## src/rtl/rbseq_pkg.sv

```systemverilog
package rbseq_pkg;

  typedef enum logic [0:0] {
    SEQ_IDLE = 1'b0,
    SEQ_SCAN = 1'b1
  } seqState_t;

  typedef struct packed {
    logic loadRange;
    logic loadSingle;
    logic skipFrame;
    logic issueRead;
  } seqStrobe_t;

endpackage

```

## src/rtl/rbseq_ctrl.sv

```systemverilog
module rbseq_ctrl
  import rbseq_pkg::*;
(
  input  logic       clk,
  input  logic       rstN,
  input  logic       permitted,
  input  logic       countWrEn,
  input  logic       singleWrEn,
  input  logic       rangeDone,
  input  logic       probeValid,
  input  logic       outValid,
  input  logic       pktReady,
  output seqStrobe_t strobe,
  output logic       scanning
);

  seqState_t state, stateNext;
  logic      advance;
  logic      acceptTrig;

  // Output stage can take a new line when empty or being drained.
  assign advance    = !outValid || pktReady;
  assign acceptTrig = (state == SEQ_IDLE) && !outValid && permitted;

  always_comb begin
    strobe    = '0;
    stateNext = state;
    unique case (state)
      SEQ_IDLE: begin
        if (acceptTrig && countWrEn) begin
          strobe.loadRange = 1'b1;
          stateNext        = SEQ_SCAN;
        end else if (acceptTrig && singleWrEn) begin
          strobe.loadSingle = 1'b1;
          stateNext         = SEQ_SCAN;
        end
      end
      SEQ_SCAN: begin
        if (rangeDone) begin
          stateNext = SEQ_IDLE;
        end else if (!probeValid) begin
          strobe.skipFrame = 1'b1;
        end else if (advance) begin
          strobe.issueRead = 1'b1;
        end
      end
      default: stateNext = SEQ_IDLE;
    endcase
  end

  always_ff @(posedge clk or negedge rstN) begin
    if (!rstN) state <= SEQ_IDLE;
    else       state <= stateNext;
  end

  assign scanning = (state == SEQ_SCAN);

endmodule

```

## src/rtl/rbseq_datapath.sv

```systemverilog
module rbseq_datapath
  import rbseq_pkg::*;
#(
  parameter int FA_W         = 23,
  parameter int CNT_W        = 32,
  parameter int QW_PER_FRAME = 4,
  parameter int PKT_W        = 128,
  localparam int QW_W        = $clog2(QW_PER_FRAME),
  localparam int LINE_A_W    = FA_W + QW_W
) (
  input  logic                clk,
  input  logic                rstN,
  input  seqStrobe_t          strobe,
  input  logic [FA_W-1:0]     rangeBase,
  input  logic [CNT_W-1:0]    countWrData,
  input  logic [FA_W-1:0]     singleAddr,
  input  logic                pktReady,
  input  logic [PKT_W-1:0]    memRdData,
  output logic [FA_W-1:0]     probeAddr,
  output logic                memRdEn,
  output logic [LINE_A_W-1:0] memRdAddr,
  output logic                outValid,
  output logic                rangeDone,
  output logic [PKT_W-1:0]    pktData
);

  logic [FA_W-1:0]  curFrame;
  logic [QW_W-1:0]  qwIdx;
  logic [CNT_W-1:0] framesLeft;
  logic             lastQw;

  assign lastQw = (qwIdx == QW_W'(QW_PER_FRAME - 1));

  always_ff @(posedge clk or negedge rstN) begin
    if (!rstN) begin
      curFrame   <= '0;
      qwIdx      <= '0;
      framesLeft <= '0;
    end else if (strobe.loadRange) begin
      curFrame   <= rangeBase;
      qwIdx      <= '0;
      framesLeft <= countWrData >> QW_W;
    end else if (strobe.loadSingle) begin
      curFrame   <= singleAddr;
      qwIdx      <= '0;
      framesLeft <= CNT_W'(1);
    end else if (strobe.skipFrame || (strobe.issueRead && lastQw)) begin
      curFrame   <= curFrame + FA_W'(1);
      qwIdx      <= '0;
      framesLeft <= framesLeft - CNT_W'(1);
    end else if (strobe.issueRead) begin
      qwIdx      <= qwIdx + QW_W'(1);
    end
  end

  always_ff @(posedge clk or negedge rstN) begin
    if (!rstN)                 outValid <= 1'b0;
    else if (strobe.issueRead) outValid <= 1'b1;
    else if (pktReady)         outValid <= 1'b0;
  end

  assign rangeDone = (framesLeft == '0);
  assign probeAddr = curFrame;
  assign memRdEn   = strobe.issueRead;
  assign memRdAddr = {curFrame, qwIdx};
  assign pktData   = memRdData;

endmodule

```

## src/rtl/rbseq_top.sv

```systemverilog
module rbseq_top
  import rbseq_pkg::*;
#(
  parameter int FA_W         = 23,
  parameter int CNT_W        = 32,
  parameter int QW_PER_FRAME = 4,
  parameter int WORD_W       = 32,
  parameter int PKT_WORDS    = 4,
  localparam int PKT_W       = WORD_W * PKT_WORDS,
  localparam int QW_W        = $clog2(QW_PER_FRAME),
  localparam int LINE_A_W    = FA_W + QW_W
) (
  input  logic                clk,
  input  logic                rstN,
  input  logic                rowConfigured,
  input  logic                rowOn,
  input  logic                readCfg,
  input  logic [FA_W-1:0]     rangeBase,
  input  logic                countWrEn,
  input  logic [CNT_W-1:0]    countWrData,
  input  logic                singleWrEn,
  input  logic [FA_W-1:0]     singleAddr,
  output logic [FA_W-1:0]     probeAddr,
  input  logic                probeValid,
  output logic                memRdEn,
  output logic [LINE_A_W-1:0] memRdAddr,
  input  logic [PKT_W-1:0]    memRdData,
  output logic                pktValid,
  input  logic                pktReady,
  output logic [PKT_W-1:0]    pktData,
  output logic                busy
);

  seqStrobe_t strobe;
  logic       scanning;
  logic       outValid;
  logic       rangeDone;
  logic       permitted;

  assign permitted = rowConfigured && rowOn && readCfg;

  rbseq_ctrl u_ctrl (
    .clk        (clk),
    .rstN       (rstN),
    .permitted  (permitted),
    .countWrEn  (countWrEn),
    .singleWrEn (singleWrEn),
    .rangeDone  (rangeDone),
    .probeValid (probeValid),
    .outValid   (outValid),
    .pktReady   (pktReady),
    .strobe     (strobe),
    .scanning   (scanning)
  );

  rbseq_datapath #(
    .FA_W         (FA_W),
    .CNT_W        (CNT_W),
    .QW_PER_FRAME (QW_PER_FRAME),
    .PKT_W        (PKT_W)
  ) u_dp (
    .clk         (clk),
    .rstN        (rstN),
    .strobe      (strobe),
    .rangeBase   (rangeBase),
    .countWrData (countWrData),
    .singleAddr  (singleAddr),
    .pktReady    (pktReady),
    .memRdData   (memRdData),
    .probeAddr   (probeAddr),
    .memRdEn     (memRdEn),
    .memRdAddr   (memRdAddr),
    .outValid    (outValid),
    .rangeDone   (rangeDone),
    .pktData     (pktData)
  );

  assign pktValid = outValid;
  assign busy     = scanning || outValid;

endmodule

```

## config.mk

```make
export PLATFORM = sky130hd
export DESIGN_NAME = rbseq_top
export DESIGN_NICKNAME = d
export VERILOG_FILES = /design/src/rtl/rbseq_pkg.sv /design/src/rtl/rbseq_ctrl.sv /design/src/rtl/rbseq_datapath.sv /design/src/rtl/rbseq_top.sv
export SDC_FILE = /design/constraint.sdc
export NUM_CORES = 1
export LEC_CHECK = 0
export BUFFER_PORTS_ARGS = -buffer_cell sky130_fd_sc_hd__buf_4
export CAP_MARGIN = 20
export CORE_AREA = 8 8 145 147
export CTS_CLUSTER_SIZE = 28
export DETAILED_ROUTE_END_ITERATION = 8
export DIE_AREA = 0 0 153 155
export PLACE_DENSITY = 0.66
export SKIP_LAST_GASP = 1
export SYNTH_ARGS = -nofsm -noshare
export SYNTH_HDL_FRONTEND = slang
export SYNTH_SLANG_ARGS = --single-unit
```

## constraint.sdc

```tcl
create_clock -name clk -period 2.2 [get_ports clk]
set_input_delay 0.44 -clock clk [delete_from_list [all_inputs] [get_ports clk]]
set_output_delay 0.44 -clock clk [all_outputs]
set_load 0.02 [all_outputs]
```

**Yosys cells after proc, flatten, opt, wreduce, memory -nomap -nowiden**

Cells that the tools add are included.

- Register bits after elaboration: 59
- Bits of input ports: 215
- Output and inout port bits: 179
- Logic and storage cells: 49

- Add/subtract/negate cells: 3
- Eq/ne operators: 1
- Muxes and demuxes: 24
- Bitwise operators: 1
- Reductions and logical operators: 15

Operators with widths:

| cell | count |
|---|---|
| $mux W32 | 3 |
| $mux W23 | 3 |
| $logic_not A32 Y1 | 1 |
| $sub A32 B1 Y32 const B | 1 |
| $add A23 B1 Y23 const B | 1 |
| $mux W2 | 7 |
| $mux W1 | 10 |
| $logic_and A1 B1 Y1 | 7 |
| $reduce_bool A4 Y1 | 1 |
| $logic_or A1 B1 Y1 | 3 |
| $reduce_bool A3 Y1 | 1 |
| $add A2 B1 Y2 const B | 1 |
| $eq A2 B2 Y1 const B | 1 |
| $pmux W1 S2 | 1 |
| $reduce_bool A2 Y1 | 1 |
| $logic_not A1 Y1 | 1 |
| $not A1 Y1 | 1 |

**Longest topological paths before layout**

Gate-level depths: netlist (run 1).

- Word-level depth: 11
- Mapped depth: 10
- Mapped depth without buffers: 8

**Modules after synthesis**

From an unflattened synthesis (run 1), not the netlist that was laid out.

- Cells, all modules: 597
- Area, all modules: 4830.9 um^2

By module, submodules not included:

| module | instances | cells an instance | area an instance (um^2) | seq. area each (um^2) |
|---|---|---|---|---|
| rbseq_datapath | 1 | 584 | 4730.8 | 1451.4 |
| rbseq_ctrl | 1 | 11 | 87.6 | 25.0 |
| rbseq_top | 1 | 2 | 12.5 | 0.0 |

**Worst setup path after synthesis (run 1)**

OpenSTA, ideal clock, no wires.

- Path type: register -> register
- Start: register u_dp.framesLeft[0]
- End: register u_dp.framesLeft[24]
- Setup time: 0.083 ns
- Arrival: 2.019 ns
- Data required time: 2.117 ns
- Path slack: 0.098 ns
- Stages on the path, launching flop included: 9
- Buffers on the path: 0
- Cells stage by stage: dfrtp_1 -> inv_1 -> ha_1 -> nor4b_1 -> nand3_1 -> nor2_1 -> nand4_1 -> xor2_1 -> o21ai_0

- Longest elaborated chain between the ends: 6
- Elaborated cells on any way between the ends: 10
- Classes of those cells: add/sub (1); mux (5); reduce/logical (4)

RTL lines:

| element | RTL line | text |
|---|---|---|
| start, declared | rbseq_datapath.sv:29 | `logic [CNT_W-1:0] framesLeft;` |
| start signal, assigned | rbseq_datapath.sv:42 | `framesLeft <= countWrData >> QW_W;` |
| start signal, assigned | rbseq_datapath.sv:50 | `framesLeft <= framesLeft - CNT_W'(1);` |
| parallel branches: the longest is 6 deep, another holds $sub A32 B1 Y32 | n/a |  |

Several ways; the timed one is not identified. The select of a mux whose other input is x is not followed.
A chain may end at the register's enable or synchronous reset.

**Final worst setup path (run 1)**

- Start: register u_dp.framesLeft[4]
- End: output memRdEn

- Longest elaborated chain between the ends: 3

RTL lines:

| element | RTL line | text |
|---|---|---|
| $logic_not A32 Y1 | rbseq_datapath.sv:62 | `assign rangeDone = (framesLeft == '0);` |
| $mux W2 | rbseq_ctrl.sv:39 | `if (rangeDone) begin` |
| $mux W2 | rbseq_ctrl.sv:28 | `unique case (state)` |
| end, declared | rbseq_top.sv:25 | `output logic memRdEn,` |

Every way passes these cells.

==> summary.txt, run 1 <==
Clock network
  – Clk Latency, worst-skew pair: between 300 and 400 ps
  – # hold bufs at CTS: 0
  – Clock Pin Slew Worst Setup and Hold Paths: 60 ps
  – Clock Path Buffers: 2
  – CTS tree: yes
  – H-Tree Depth: 3
  – Cts bufs inserted: 9
  – Clk root buf: clkbuf_16
  – Clock sinks: between 50 and 60

STA
  – Fmax: 0.421 GHz
  – Setup TNS: -2610 ps
  – Tmin final: 2380 ps
  – PnR worst setup slack: -175 ps
  – Fin. Hold Viols: 0
  – Slew margin rel.: 0.652
  – Final Max Tran Viols: 0
  – Clock Skew: a little over 9 ps
  – RSZ-0062 raised after global routing: true
  – Endpoints failing setup: 35
  – Worst slew pin tran: between 500 and 600 ps
  – Tcrit/Tclk final: 1.08
  – WHS: approximately 70 ps

Finish
  – Antenna cells: 0
  – Layout cell share with drive strength beyond 1: 0.429
  – Non-Filler Instances: slightly above 900
  – Synthesis-to-layout area growth: 26.7%
  – Final nets: approximately 890

GRT
  – First-pass GRT wire length: 26700 um
  – Initial antenna violation count: 0
  – Vias in the first global route: 4728
  – Largest net degree at the start of global routing: 58
  – Global route total overflow: 0
  – GRT Total Usage: 0.144

Outcome
  – Failing checks: negative setup slack
  – Outcome: finished with violations

Worst setup path
  – Critical Path Source Type: register
  – Reg2Reg Depth: 9
  – Reg2reg setup slack: -150 ps
  – Crit path max fanout: 6
  – CP cell instances: or3_4 -> nor4_4 -> nand3b_4 -> nand3_4 -> nor2_4 -> buf_6
  – Worst flop-to-flop path endpoint: u_dp.probeAddr[20]$_DFFE_PN0P_
  – Crit Path Category: register to output pin
  – CP required: about 1800 ps
  – Data arrival, critical path: 1940 ps
  – Critical path's slowest cell: dfrtp_1
  – CP peak stage delay: 450 ps
  – Crit. End Element: output pin
  – FF-to-FF Start: u_dp.framesLeft[4]$_DFFE_PN0P_

Synthesis
  – Synth Cell Area: 0.00506 sq mm
  – Synth Instances: approximately 630
  – Yosys warns: 0
  – Yosys reg bits: between 50 and 60
  – Net count after synthesis: ~840
  – Dominant register cell in the synthesized netlist: dfrtp_1
  – Average size of a mapped cell: 8.09 sq um
  – Count leader, synth: buf_4
  – Count of flip-flops with a built-in enable after synthesis: 0
  – FFs w/ async S/R, synth: 1.00
  – Post-synth cell types: 69
  – Yosys top cell by area: dfrtp_1
  – Top cells by count, synth: buf_4 (151), dfrtp_1 (59), nand2_1 (55)
  – Largest cells by area after synthesis: dfrtp_1 (29%), buf_4 (22%), a21oi_1 (5.0%)
  – Top cell type's share of synthesized area: 0.292
  – Post-synthesis sequential area ratio: 0.292

Drt
  – Vias: between 4000 and 5000
  – Vias per cell: between 5 and 6
  – Drt first-iter violations: ~320
  – DRT Pass-1 Iters: 5
  – ANT nets after route: 0
  – DR WL/cell: ~20 um
  – WL final: 18500 um
  – Remaining DRCs: 0

Power and ir drop
  – Power density cells: ~840 mW/mm^2
  – Worst VDD drop: approximately 0.32 mV
  – Leak: ~2.8 nW

Worst hold path
  – Tightest Hold Check Type: input pin to async pin

Floorplanning
  – Die width: around 150 um
  – Die area: 0.0237 sq mm
  – Die Y: around 160 um
  – Starting Density: 0.267
  – Site Rows: 51
  – Io pins: 394
  – Core Area: roughly 0.019 sq mm

Place
  – Post-detail-place hpwl: 13400 um
  – Placed cell count: between 800 and 900
  – Pre-CTS setup slack: -24.2 ps
  – RePlAce Congestion: around 0.84
  – I/O Buffers: roughly 140

Run
  – Max Cap Viol: 0
metrics by stage:
stage | utilization | total power [mW] | area [sq um]
detailed placement | 0.294 | 3.77 | 5570
finish | 0.338 | 5.36 | 6410
CTS | 0.319 | 5.22 | 6050
global route | 0.338 | 5.65 | 6410
global placement | 0.294 | 3.73 | 5570
floorplan | - | 3.26 | 5060
worst max path at each step:
stage | to | start | slack (ps)
detailed placement | u_dp.framesLeft[10]$_DFFE_PN0P_ | u_dp.framesLeft[0]$_DFFE_PN0P_ | -20
CTS | memRdEn | u_dp.framesLeft[29]$_DFFE_PN0P_ | -290
finish | memRdEn | u_dp.framesLeft[4]$_DFFE_PN0P_ | -180
floorplan | u_dp.framesLeft[24]$_DFFE_PN0P_ | u_dp.framesLeft[0]$_DFFE_PN0P_ | 100
global placement | u_dp.framesLeft[10]$_DFFE_PN0P_ | u_dp.framesLeft[0]$_DFFE_PN0P_ | -30
global route | memRdEn | u_dp.framesLeft[27]$_DFFE_PN0P_ | -250
cell usage in the layout, fill, tap and decap left out, drive strengths merged, types with 4 or more instances in the layout:
master	n
a31oi	9
o21ai	34
a22o	4
xor2	15
nor2	45
nand4	20
nor3	17
nor4	9
clkbuf	13
ha	4
o31ai	4
a21o	5
nand3	26
xnor2	5
or3	9
nand2	55
buf	210
dfrtp	59
a21oi	54
inv	5
o211ai	11
a211oi	6
a22oi	4
o22ai	4
layout make-up:
| cell class | instances | area [sq um] |
|---|---|---|
| Inverter | 5 | 18.8 |
| Timing Repair Buffer | 212 | 1780 |
| Tap cell | 238 | 298 |
| Clock buffer | 11 | 243 |
| Fill cell | 1920 | 12500 |
| Multi-Input combinational cell | 383 | 2550 |
| Sequential cell | 59 | 1480 |
| Clock inverter | 3 | 40.0 |
power by group:
| part | leakage, nW | switching, mW | internal (mW) |
|---|---|---|---|
| sequential | 0.725 | 0.352 | 1.32 |
| combinational | 1.91 | 1.23 | 1.07 |
| clock | 0.141 | 0.500 | 0.891 |
registers in the layout, indices dropped and copies added (netlist names):
register,flops
u_ctrl.scanning,1
u_dp.probeAddr,23
u_dp.framesLeft,32
u_dp.qwIdx,2
u_dp.outValid,1
worst max-delay path, delay by kind of cell (launching register included):
family,cells,cell delay (ps)
simple gates,5,1050
flops,1,450
buf+inv,1,120
timing repair:
action	in CTS	in global routing
pin swaps	8	14
setup buffers	7	8
gates resized for setup	11	66
setup endpoints to repair	9	54
cloned	3	4
cells by family after synthesis:
logic type	synth area share
multiplexers	0.00421
flip-flops	0.292
AND/OR/NAND/NOR	0.205
adder cells (fa/ha/maj)	0.00990
AO/OA/AOI/OAI	0.196
XOR/XNOR	0.0346
buffers and inverters	0.259
per-layer routing:
layer | GRT usage | vias up | share of wire
met4 | 0.0712 | 0 | 0.038
li1 | - | 2175 | -
met2 | 0.228 | 231 | 0.48
met5 | 0 | - | 0
met3 | 0.0402 | 75 | 0.073
met1 | 0.176 | 2319 | 0.41
No activity file was read; power rests on OpenSTA's default activity.
==> run 2, diff against run 1 <==
--- a/config.mk
+++ b/config.mk
@@ -7,11 +7,11 @@
 export LEC_CHECK = 0
 export BUFFER_PORTS_ARGS = -buffer_cell sky130_fd_sc_hd__buf_4
 export CAP_MARGIN = 20
-export CORE_AREA = 8 8 145 147
+export CORE_AREA = 2 2 152 154
 export CTS_CLUSTER_SIZE = 28
 export DETAILED_ROUTE_END_ITERATION = 8
-export DIE_AREA = 0 0 153 155
-export PLACE_DENSITY = 0.66
+export DIE_AREA = 0 0 154 156
+export PLACE_DENSITY = 0.58
 export SKIP_LAST_GASP = 1
 export SYNTH_ARGS = -nofsm -noshare
 export SYNTH_HDL_FRONTEND = slang
==> run 2 against run 1 <==
Effect of this change:
- register-to-register slack barely moved
- clock power fell by 8%
- the run still ends with negative setup slack left
- maximum frequency fell by 0.33%
- critical endpoint unchanged
==> summary.txt, run 2 (synthesis results as in run 1) <==
Finish
  – Layout cell share with drive strength beyond 1: 0.425 (was 0.429)
  – Antenna cells: 0 (unchanged)
  – Final instance area: 0.00640 sq mm (was 0.00641 sq mm)
  – Non-Filler Instances: 963 (was 911)
  – Final nets: 893 (was 889)
  – Max reg flops: 32 (unchanged)
  – # fillers: 2356 (was 1920)
  – Most frequent cells in the layout: buf_4 (197), dfrtp_1 (59), nand2_1 (54) (was buf_4 (192), dfrtp_1 (59), nand2_1 (54))
  – Synthesis-to-layout area growth: 26.6% (was 26.7%)
  – Top reg by flops: u_dp.framesLeft (unchanged)
  – Commonest non-fill, non-tap cell in the layout: buf_4 (unchanged)
  – Seq. cell area: 0.00148 sq mm (unchanged)
  – Multi-input logic area: 0.00252 sq mm (was 0.00255 sq mm)

Clock network
  – Clk Latency, worst-skew pair: 330 ps (about the same)
  – Clock sinks: 59 (unchanged)
  – Clock Pin Slew Worst Setup and Hold Paths: 50 ps (was 60 ps)
  – Clock Path Buffers: 2 (unchanged)
  – H-Tree Depth: 3 (unchanged)
  – CTS tree: yes (unchanged)
  – # hold bufs at CTS: 0 (unchanged)
  – Clk root buf: clkbuf_16 (unchanged)
  – Cts bufs inserted: 9 (unchanged)

Worst hold path
  – Tightest Hold Check Type: input pin to async pin (unchanged)

STA
  – PnR worst setup slack: -183 ps (was -175 ps)
  – Worst slew pin tran: 548 ps (was 522 ps)
  – Fmax: 0.420 GHz (was 0.421 GHz)
  – Clock Skew: 5.57 ps (was 9.21 ps)
  – Tmin final: 2380 ps (about the same)
  – Final Max Tran Viols: 0 (unchanged)
  – RSZ-0062 raised after global routing: true (unchanged)
  – Tcrit/Tclk final: 1.08 (about the same)
  – Slew margin rel.: 0.631 (was 0.652)
  – Endpoints failing setup: 39 (was 35)
  – Fin. Hold Viols: 0 (unchanged)

GRT
  – Gr busiest metal: met2 (unchanged)
  – Met3 Use GR: 0.0375 (was 0.0402)
  – Met2 Use GR: 0.227 (was 0.228)
  – GRT Total Usage: 0.147 (was 0.144)
  – First-pass GRT wire length: 27300 um (was 26700 um)
  – Vias in the first global route: 4680 (was 4728)
  – Global route total overflow: 0 (unchanged)
  – Initial antenna violation count: 0 (unchanged)
  – Met1 Usage GRT: 0.189 (was 0.176)
  – Largest net degree at the start of global routing: 58 (unchanged)

Worst setup path
  – Worst flop-to-flop path endpoint: u_dp.probeAddr[22]$_DFFE_PN0P_ (was u_dp.probeAddr[20]$_DFFE_PN0P_)
  – Reg2reg setup slack: -150 ps (about the same)
  – Crit Path Category: register to output pin (unchanged)
  – CP delay by family, top: simple AND/OR/NAND/NOR gates (unchanged)
  – CP peak stage delay: 570 ps (was 450 ps)
  – Data arrival, critical path: 1940 ps (about the same)
  – CP required: 1760 ps (about the same)
  – Critical Path Source Type: register (unchanged)
  – CP cell instances: or4_4 -> nor4_4 -> nand3b_4 -> nand3_4 -> nor2_4 -> buf_6 (was or3_4 -> nor4_4 -> nand3b_4 -> nand3_4 -> nor2_4 -> buf_6)
  – Crit. End Element: output pin (unchanged)
  – Critical path's slowest cell: or4_4 (was dfrtp_1)
  – Reg2Reg Depth: 7 (was 9)
  – FF-to-FF Start: u_dp.framesLeft[26]$_DFFE_PN0P_ (was u_dp.framesLeft[4]$_DFFE_PN0P_)
  – Crit path max fanout: 2 (was 6)
  – Worst Setup SP: u_dp.framesLeft[26]$_DFFE_PN0P_ (was u_dp.framesLeft[4]$_DFFE_PN0P_)
  – Worst Path Buf+Inv: 1 (unchanged)

Outcome
  – Failing checks: negative setup slack (unchanged)
  – Outcome: finished with violations (unchanged)

Place
  – Pre-CTS setup slack: -74.5 ps (was -24.2 ps)
  – Placed cell count: 933 (was 875)
  – RePlAce Congestion: 0.832 (was 0.840)
  – I/O Buffers: 135 (unchanged)
  – Placed Area: 0.00570 sq mm (was 0.00557 sq mm)
  – Post-detail-place hpwl: 13500 um (was 13400 um)

Drt
  – Vias per cell: 4.89 (was 5.27)
  – DR WL/cell: 19.1 um (was 20.3 um)
  – Drt first-iter violations: 334 (was 316)
  – DRT Pass-1 Iters: 6 (was 5)
  – Vias: 4706 (was 4800)
  – Remaining DRCs: 0 (unchanged)
  – ANT nets after route: 0 (unchanged)
  – WL final: 18400 um (was 18500 um)

Power and ir drop
  – Flop pwr share: 0.302 (was 0.311)
  – Worst VDD drop: 0.342 mV (was 0.323 mV)
  – Leak: 2.76 nW (was 2.78 nW)
  – Gate power share: 0.453 (was 0.429)
  – Net Sw Power: 2.04 mW (was 2.08 mW)
  – Switching share of power: 0.390 (was 0.388)
  – Int Pwr: 3.19 mW (was 3.28 mW)
  – Clock power frac: 0.245 (was 0.259)
  – Power density cells: 816 mW/mm^2 (was 837 mW/mm^2)

Floorplanning
  – Core Area: 0.0224 sq mm (was 0.0190 sq mm)
  – Io pins: 394 (unchanged)
  – Site Rows: 55 (was 51)
  – Starting Density: 0.226 (was 0.267)
  – Die Y: 156 um (was 155 um)
  – Die width: 154 um (was 153 um)
  – Die area: 0.0240 sq mm (was 0.0237 sq mm)

Run
  – Max Cap Viol: 0 (unchanged)
run 2: worst max path at each step:
stage | endpoint | slack (ps) | cells past startpoint
after floorplan | u_dp.framesLeft[24]$_DFFE_PN0P_ | 100 | 8
after global placement | memRdEn | -50 | 6
after detailed placement | u_dp.framesLeft[17]$_DFFE_PN0P_ | -70 | 7
after CTS | memRdEn | -280 | 6
after global routing | memRdEn | -260 | 6
final | memRdEn | -180 | 6
run 2: repair_timing:
| item | CTS | global route |
|---|---|---|
| pin swaps | 8 | 38 |
| endpoints found under the hold margin | 0 | 0 |
| gates cloned | 3 | 1 |
| buffers inserted | 7 | 7 |
| gates resized for setup | 27 | 55 |
| endpoints found under the setup margin | 18 | 58 |
run 2: final cells by class:
cell class                      count  area share
Clock inverter                      3     0.00235
Inverter                            5     0.00293
Sequential cell                    59       0.231
Timing Repair Buffer              216       0.277
Clock buffer                       12      0.0385
Tap cell                          285      0.0557
Multi-Input combinational cell    383       0.393
run 2: routing by layer:
metal | vias up | share of wire
met3 | 68 | 0.070
met1 | 2272 | 0.44
met4 | 0 | 0.038
met5 | - | 0
met2 | 181 | 0.45
li1 | 2185 | -
run 2: power groups by stage:
stage / Combinational (mW) / Sequential [mW] / Clock [mW]
final: 2.37 / 1.58 / 1.28
after global routing: 2.59 / 1.61 / 1.36
after CTS: 2.28 / 1.57 / 1.30
after floorplan: 1.51 / 1.75 / 0
after detailed placement: 2.23 / 1.59 / 0
after global placement: 2.22 / 1.58 / 0
run 2: per-stage QoR:
step | hold slack, ps | utilization | TNS [ps] | power (mW)
floorplan | 144 | - | 0 | 3.26
global placement | 360 | 0.255 | -87.3 | 3.80
detailed placement | 358 | 0.255 | -437 | 3.82
CTS | 7.59 | 0.276 | -4870 | 5.15
global route | 19.7 | 0.286 | -7300 | 5.57
finish | 6.58 | 0.286 | -2850 | 5.23
==> run 3, diff against run 2 <==
--- a/config.mk
+++ b/config.mk
@@ -5,13 +5,14 @@
 export SDC_FILE = /design/constraint.sdc
 export NUM_CORES = 1
 export LEC_CHECK = 0
+export ABC_AREA = 1
 export BUFFER_PORTS_ARGS = -buffer_cell sky130_fd_sc_hd__buf_4
 export CAP_MARGIN = 20
-export CORE_AREA = 2 2 152 154
+export CORE_AREA = 2 2 151 153
 export CTS_CLUSTER_SIZE = 28
 export DETAILED_ROUTE_END_ITERATION = 8
-export DIE_AREA = 0 0 154 156
-export PLACE_DENSITY = 0.58
+export DIE_AREA = 0 0 153 155
+export PLACE_DENSITY = 0.63
 export SKIP_LAST_GASP = 1
 export SYNTH_ARGS = -nofsm -noshare
 export SYNTH_HDL_FRONTEND = slang
==> run 3 against run 2 <==
Effect of this change:
- routed wire length decreased by 0.92%
- die area decreased by 1.3%
- count of clock-buffer cells in the layout decreased by 2
- the flow now finishes without violations
- power increased by 44%
- register-to-register slack improved by 310 ps
- critical endpoint unchanged
- maximum frequency increased by 12%
- largest power group unchanged
- global-route usage increased by 0.59 points
- clock power increased by 23%
- via count increased by 20%
- clock skew increased by 3.9 ps
- core utilization increased by 0.96 points
==> summary.txt, run 3 <==
Outcome
  – Outcome: finished clean (was finished with violations)

Worst setup path
  – CP peak stage delay: 400 ps (was 570 ps)
  – Worst flop-to-flop path endpoint: u_dp.probeAddr[13]$_DFFE_PN0P_ (was u_dp.probeAddr[22]$_DFFE_PN0P_)
  – Data arrival, critical path: 1690 ps (was 1940 ps)
  – Crit path max fanout: 3 (was 2)
  – Critical path's slowest cell: dfrtp_1 (was or4_4)
  – Worst Setup EP: memRdEn (unchanged)
  – Worst Setup SP: u_dp.framesLeft[0]$_DFFE_PN0P_ (was u_dp.framesLeft[26]$_DFFE_PN0P_)
  – Reg2Reg Depth: 14 (was 7)
  – Critical Path Source Type: register (unchanged)
  – Crit Path Category: register to output pin (unchanged)
  – CP cell instances: inv_2 -> ha_1 -> inv_1 -> nor3_2 -> nand2_1 -> nor2_2 -> nand2_4 -> nand3_4 -> inv_2 -> buf_6 (was or4_4 -> nor4_4 -> nand3b_4 -> nand3_4 -> nor2_4 -> buf_6)
  – Reg2reg setup slack: 160 ps (was -150 ps)
  – CP required: 1760 ps (about the same)
  – Most used cell, CP: inv_2
  – Crit. End Element: output pin (unchanged)
  – Worst Path Buf+Inv: 4 (was 1)
  – CP delay by family, top: simple AND/OR/NAND/NOR gates (unchanged)
  – Levels on crit path: 10 (was 6)
  – FF-to-FF Start: u_dp.framesLeft[0]$_DFFE_PN0P_ (was u_dp.framesLeft[26]$_DFFE_PN0P_)

GRT
  – Largest net degree at the start of global routing: 60 (was 58)
  – Vias in the first global route: 5403 (was 4680)
  – GRT Total Usage: 0.153 (was 0.147)
  – First-pass GRT wire length: 28800 um (was 27300 um)
  – Global route total overflow: 0 (unchanged)
  – Initial antenna violation count: 0 (unchanged)

Drt
  – WL final: 18300 um (was 18400 um)
  – ANT nets after route: 0 (unchanged)
  – Vias: 5640 (was 4706)
  – Drt first-iter violations: 236 (was 334)
  – Vias per cell: 4.65 (was 4.89)
  – Remaining DRCs: 0 (unchanged)
  – DR WL/cell: 15.1 um (was 19.1 um)
  – DRT Pass-1 Iters: 5 (was 6)

STA
  – Fin. Hold Viols: 0 (unchanged)
  – Endpoints failing setup: 0 (was 39)
  – Final Max Tran Viols: 0 (unchanged)
  – Setup TNS: 0 ps (was -2850 ps)
  – Clock Skew: 9.48 ps (was 5.57 ps)
  – RSZ-0062 raised after global routing: true (unchanged)
  – Fmax: 0.469 GHz (was 0.420 GHz)
  – Tmin final: 2130 ps (was 2380 ps)
  – Slew margin rel.: 0.438 (was 0.631)
  – Tcrit/Tclk final: 0.970 (was 1.08)
  – Worst slew pin tran: 843 ps (was 548 ps)

Clock network
  – Clock Path Buffers: 2 (unchanged)
  – H-Tree Depth: 3 (unchanged)
  – Cts bufs inserted: 9 (unchanged)
  – Clk root buf: clkbuf_16 (unchanged)
  – CTS tree: yes (unchanged)
  – Clk Latency, worst-skew pair: 340 ps (was 330 ps)
  – Clock Pin Slew Worst Setup and Hold Paths: 50 ps (about the same)
  – # hold bufs at CTS: 0 (unchanged)
  – Clock sinks: 59 (unchanged)

Finish
  – Antenna cells: 0 (unchanged)
  – Max reg flops: 32 (unchanged)
  – Synthesis-to-layout area growth: 10.7% (was 26.6%)
  – Final nets: 1141 (was 893)
  – Multi-input logic area: 0.00299 sq mm (was 0.00252 sq mm)
  – Layout cell share with drive strength beyond 1: 0.241 (was 0.425)
  – Most frequent cells in the layout: nand2_1 (313), buf_4 (153), nand3_1 (108) (was buf_4 (197), dfrtp_1 (59), nand2_1 (54))
  – Commonest non-fill, non-tap cell in the layout: nand2_1 (was buf_4)
  – # fillers: 2476 (was 2356)
  – Top reg by flops: u_dp.framesLeft (unchanged)
  – Final instance area: 0.00658 sq mm (was 0.00640 sq mm)
  – Seq. cell area: 0.00148 sq mm (about the same)

Floorplanning
  – Starting Density: 0.267 (was 0.226)
  – Core Area: 0.0222 sq mm (was 0.0224 sq mm)
  – Die area: 0.0237 sq mm (was 0.0240 sq mm)
  – Die width: 153 um (was 154 um)
  – Site Rows: 55 (unchanged)
  – Io pins: 394 (unchanged)
  – Die Y: 155 um (was 156 um)

Run
  – Max Cap Viol: 0 (unchanged)

Synthesis
  – Count of flip-flops with a built-in enable after synthesis: 0 (unchanged)
  – Top cells by count, synth: nand2_1 (314), buf_4 (156), nand3_1 (109) (was buf_4 (151), dfrtp_1 (59), nand2_1 (55))
  – Top cell type's share of synthesized area: 0.249 (was 0.292)
  – FFs w/ async S/R, synth: 1.00 (unchanged)
  – Mux cell area share after synthesis: 0 (was 0.00421)
  – Net count after synthesis: 1154 (was 844)
  – Synth Instances: 935 (was 625)
  – Synth Area in Compound Gates: 0.0461 (was 0.196)
  – Yosys top cell by area: dfrtp_1 (unchanged)
  – Count leader, synth: nand2_1 (was buf_4)
  – XOR/XNOR share of the synthesized area: 0.0324 (was 0.0346)
  – Adder-Cell Fraction of Synth Area: 0.00843 (was 0.00990)
  – Post-synthesis sequential area ratio: 0.249 (was 0.292)
  – Yosys reg bits: 59 (unchanged)
  – Yosys warns: 0 (unchanged)
  – Synth Cell Area: 0.00594 sq mm (was 0.00506 sq mm)
  – Average size of a mapped cell: 6.35 sq um (was 8.09 sq um)
  – Post-synth cell types: 33 (was 69)
  – Largest family of logic cells by synthesized area: simple AND/OR/NAND/NOR gates (was buffers and inverters)
  – Dominant register cell in the synthesized netlist: dfrtp_1 (unchanged)
  – Post-Synth Simple-Gate Area: 0.410 (was 0.205)
  – Largest cells by area after synthesis: dfrtp_1 (25%), nand2_1 (20%), buf_4 (20%) (was dfrtp_1 (29%), buf_4 (22%), a21oi_1 (5.0%))

Place
  – RePlAce Congestion: 0.874 (was 0.832)
  – I/O Buffers: 135 (unchanged)
  – Post-detail-place hpwl: 13700 um (was 13500 um)
  – Placed Area: 0.00618 sq mm (was 0.00570 sq mm)

Power and ir drop
  – Tot Pwr: 7.51 mW (was 5.23 mW)
  – Worst VDD drop: 0.377 mV (was 0.342 mV)
  – Power density cells: 1140 mW/mm^2 (was 816 mW/mm^2)
  – Leak: 3.36 nW (was 2.76 nW)

Worst hold path
  – Tightest Hold Check Type: input pin to async pin (unchanged)
[run 3: cell count changes in the layout (fill, tap and decap cells not counted), sizes merged, moves of 9 or more]
cell   delta
or2      +10
inv      +47
nand2   +264
nand3    +84
or3       -9
nor3     -15
nor2     +61
a21oi    -48
buf      -58
[run 3: worst min-delay path by stage]
| stage | slack, ps | start | cells after the start | endpoint |
|---|---|---|---|---|
| final | 210 | rstN | 1 | u_dp.probeAddr[19]$_DFFE_PN0P_ |
| after global routing | 270 | rstN | 1 | u_dp.probeAddr[16]$_DFFE_PN0P_ |
| after CTS | 230 | rstN | 1 | u_dp.probeAddr[16]$_DFFE_PN0P_ |
| after detailed placement | 500 | u_dp.framesLeft[1]$_DFFE_PN0P_ | 2 | u_dp.framesLeft[1]$_DFFE_PN0P_ |
| after global placement | 490 | u_dp.framesLeft[1]$_DFFE_PN0P_ | 2 | u_dp.framesLeft[1]$_DFFE_PN0P_ |
| after floorplan | 140 | rstN | 0 | u_ctrl.scanning$_DFF_PN0_ |
[run 3: cell families (layout without fill, tap and decap cells)]
| logic type | count (synthesis) | count (layout) |
|---|---|---|
| and+or+nand+nor | 566 | 566 |
| xor gates and xnor gates | 22 | 22 |
| AOI/OAI and AO/OA | 50 | 50 |
| buffers and inverters | 234 | 226 |
| DFF | 59 | 59 |
| adders and majority gates | 4 | 4 |
[run 3: cell type report]
class,count,area share
sequential,59,0.225
clock inverter,6,0.0135
clock buffer,10,0.0363
timing repair buffer,158,0.187
multi-input combinational,642,0.454
inverter,52,0.0297
tap,285,0.0542
[run 3: timing repair]
item                                    in CTS  in global routing
endpoints found under the setup margin       1                  1
resized for setup                            8                  7
pin swaps                                    1                  4
setup buffers                                0                  3
[run 3: through the flow]
step           worst slack [ps]  hold slack, ps   util  std cells
2_1_floorplan               344             144      -        935
3_3_place_gp                201             491  0.278       1193
3_5_place_dp                131             498  0.278       1193
4_1_cts                    11.5             234  0.294       1209
5_1_grt                   -20.7             271  0.296       1212
6_report                   66.9             206  0.296       1212
[run 3: per-layer routing]
metal  part of all wire  track usage  up-vias  wire [um]
met1               0.41        0.184     2587       7460
met5                  0            0        -          0
met3              0.073       0.0432       45       1330
met4              0.033       0.0723        0        609
met2               0.49        0.253      231       8860
li1                   -            -     2777          -
[run 3: power breakdown]
part           internal, mW  switching [mW]
clock                  1.02           0.550
sequential             1.46           0.626
combinational          1.55            2.30
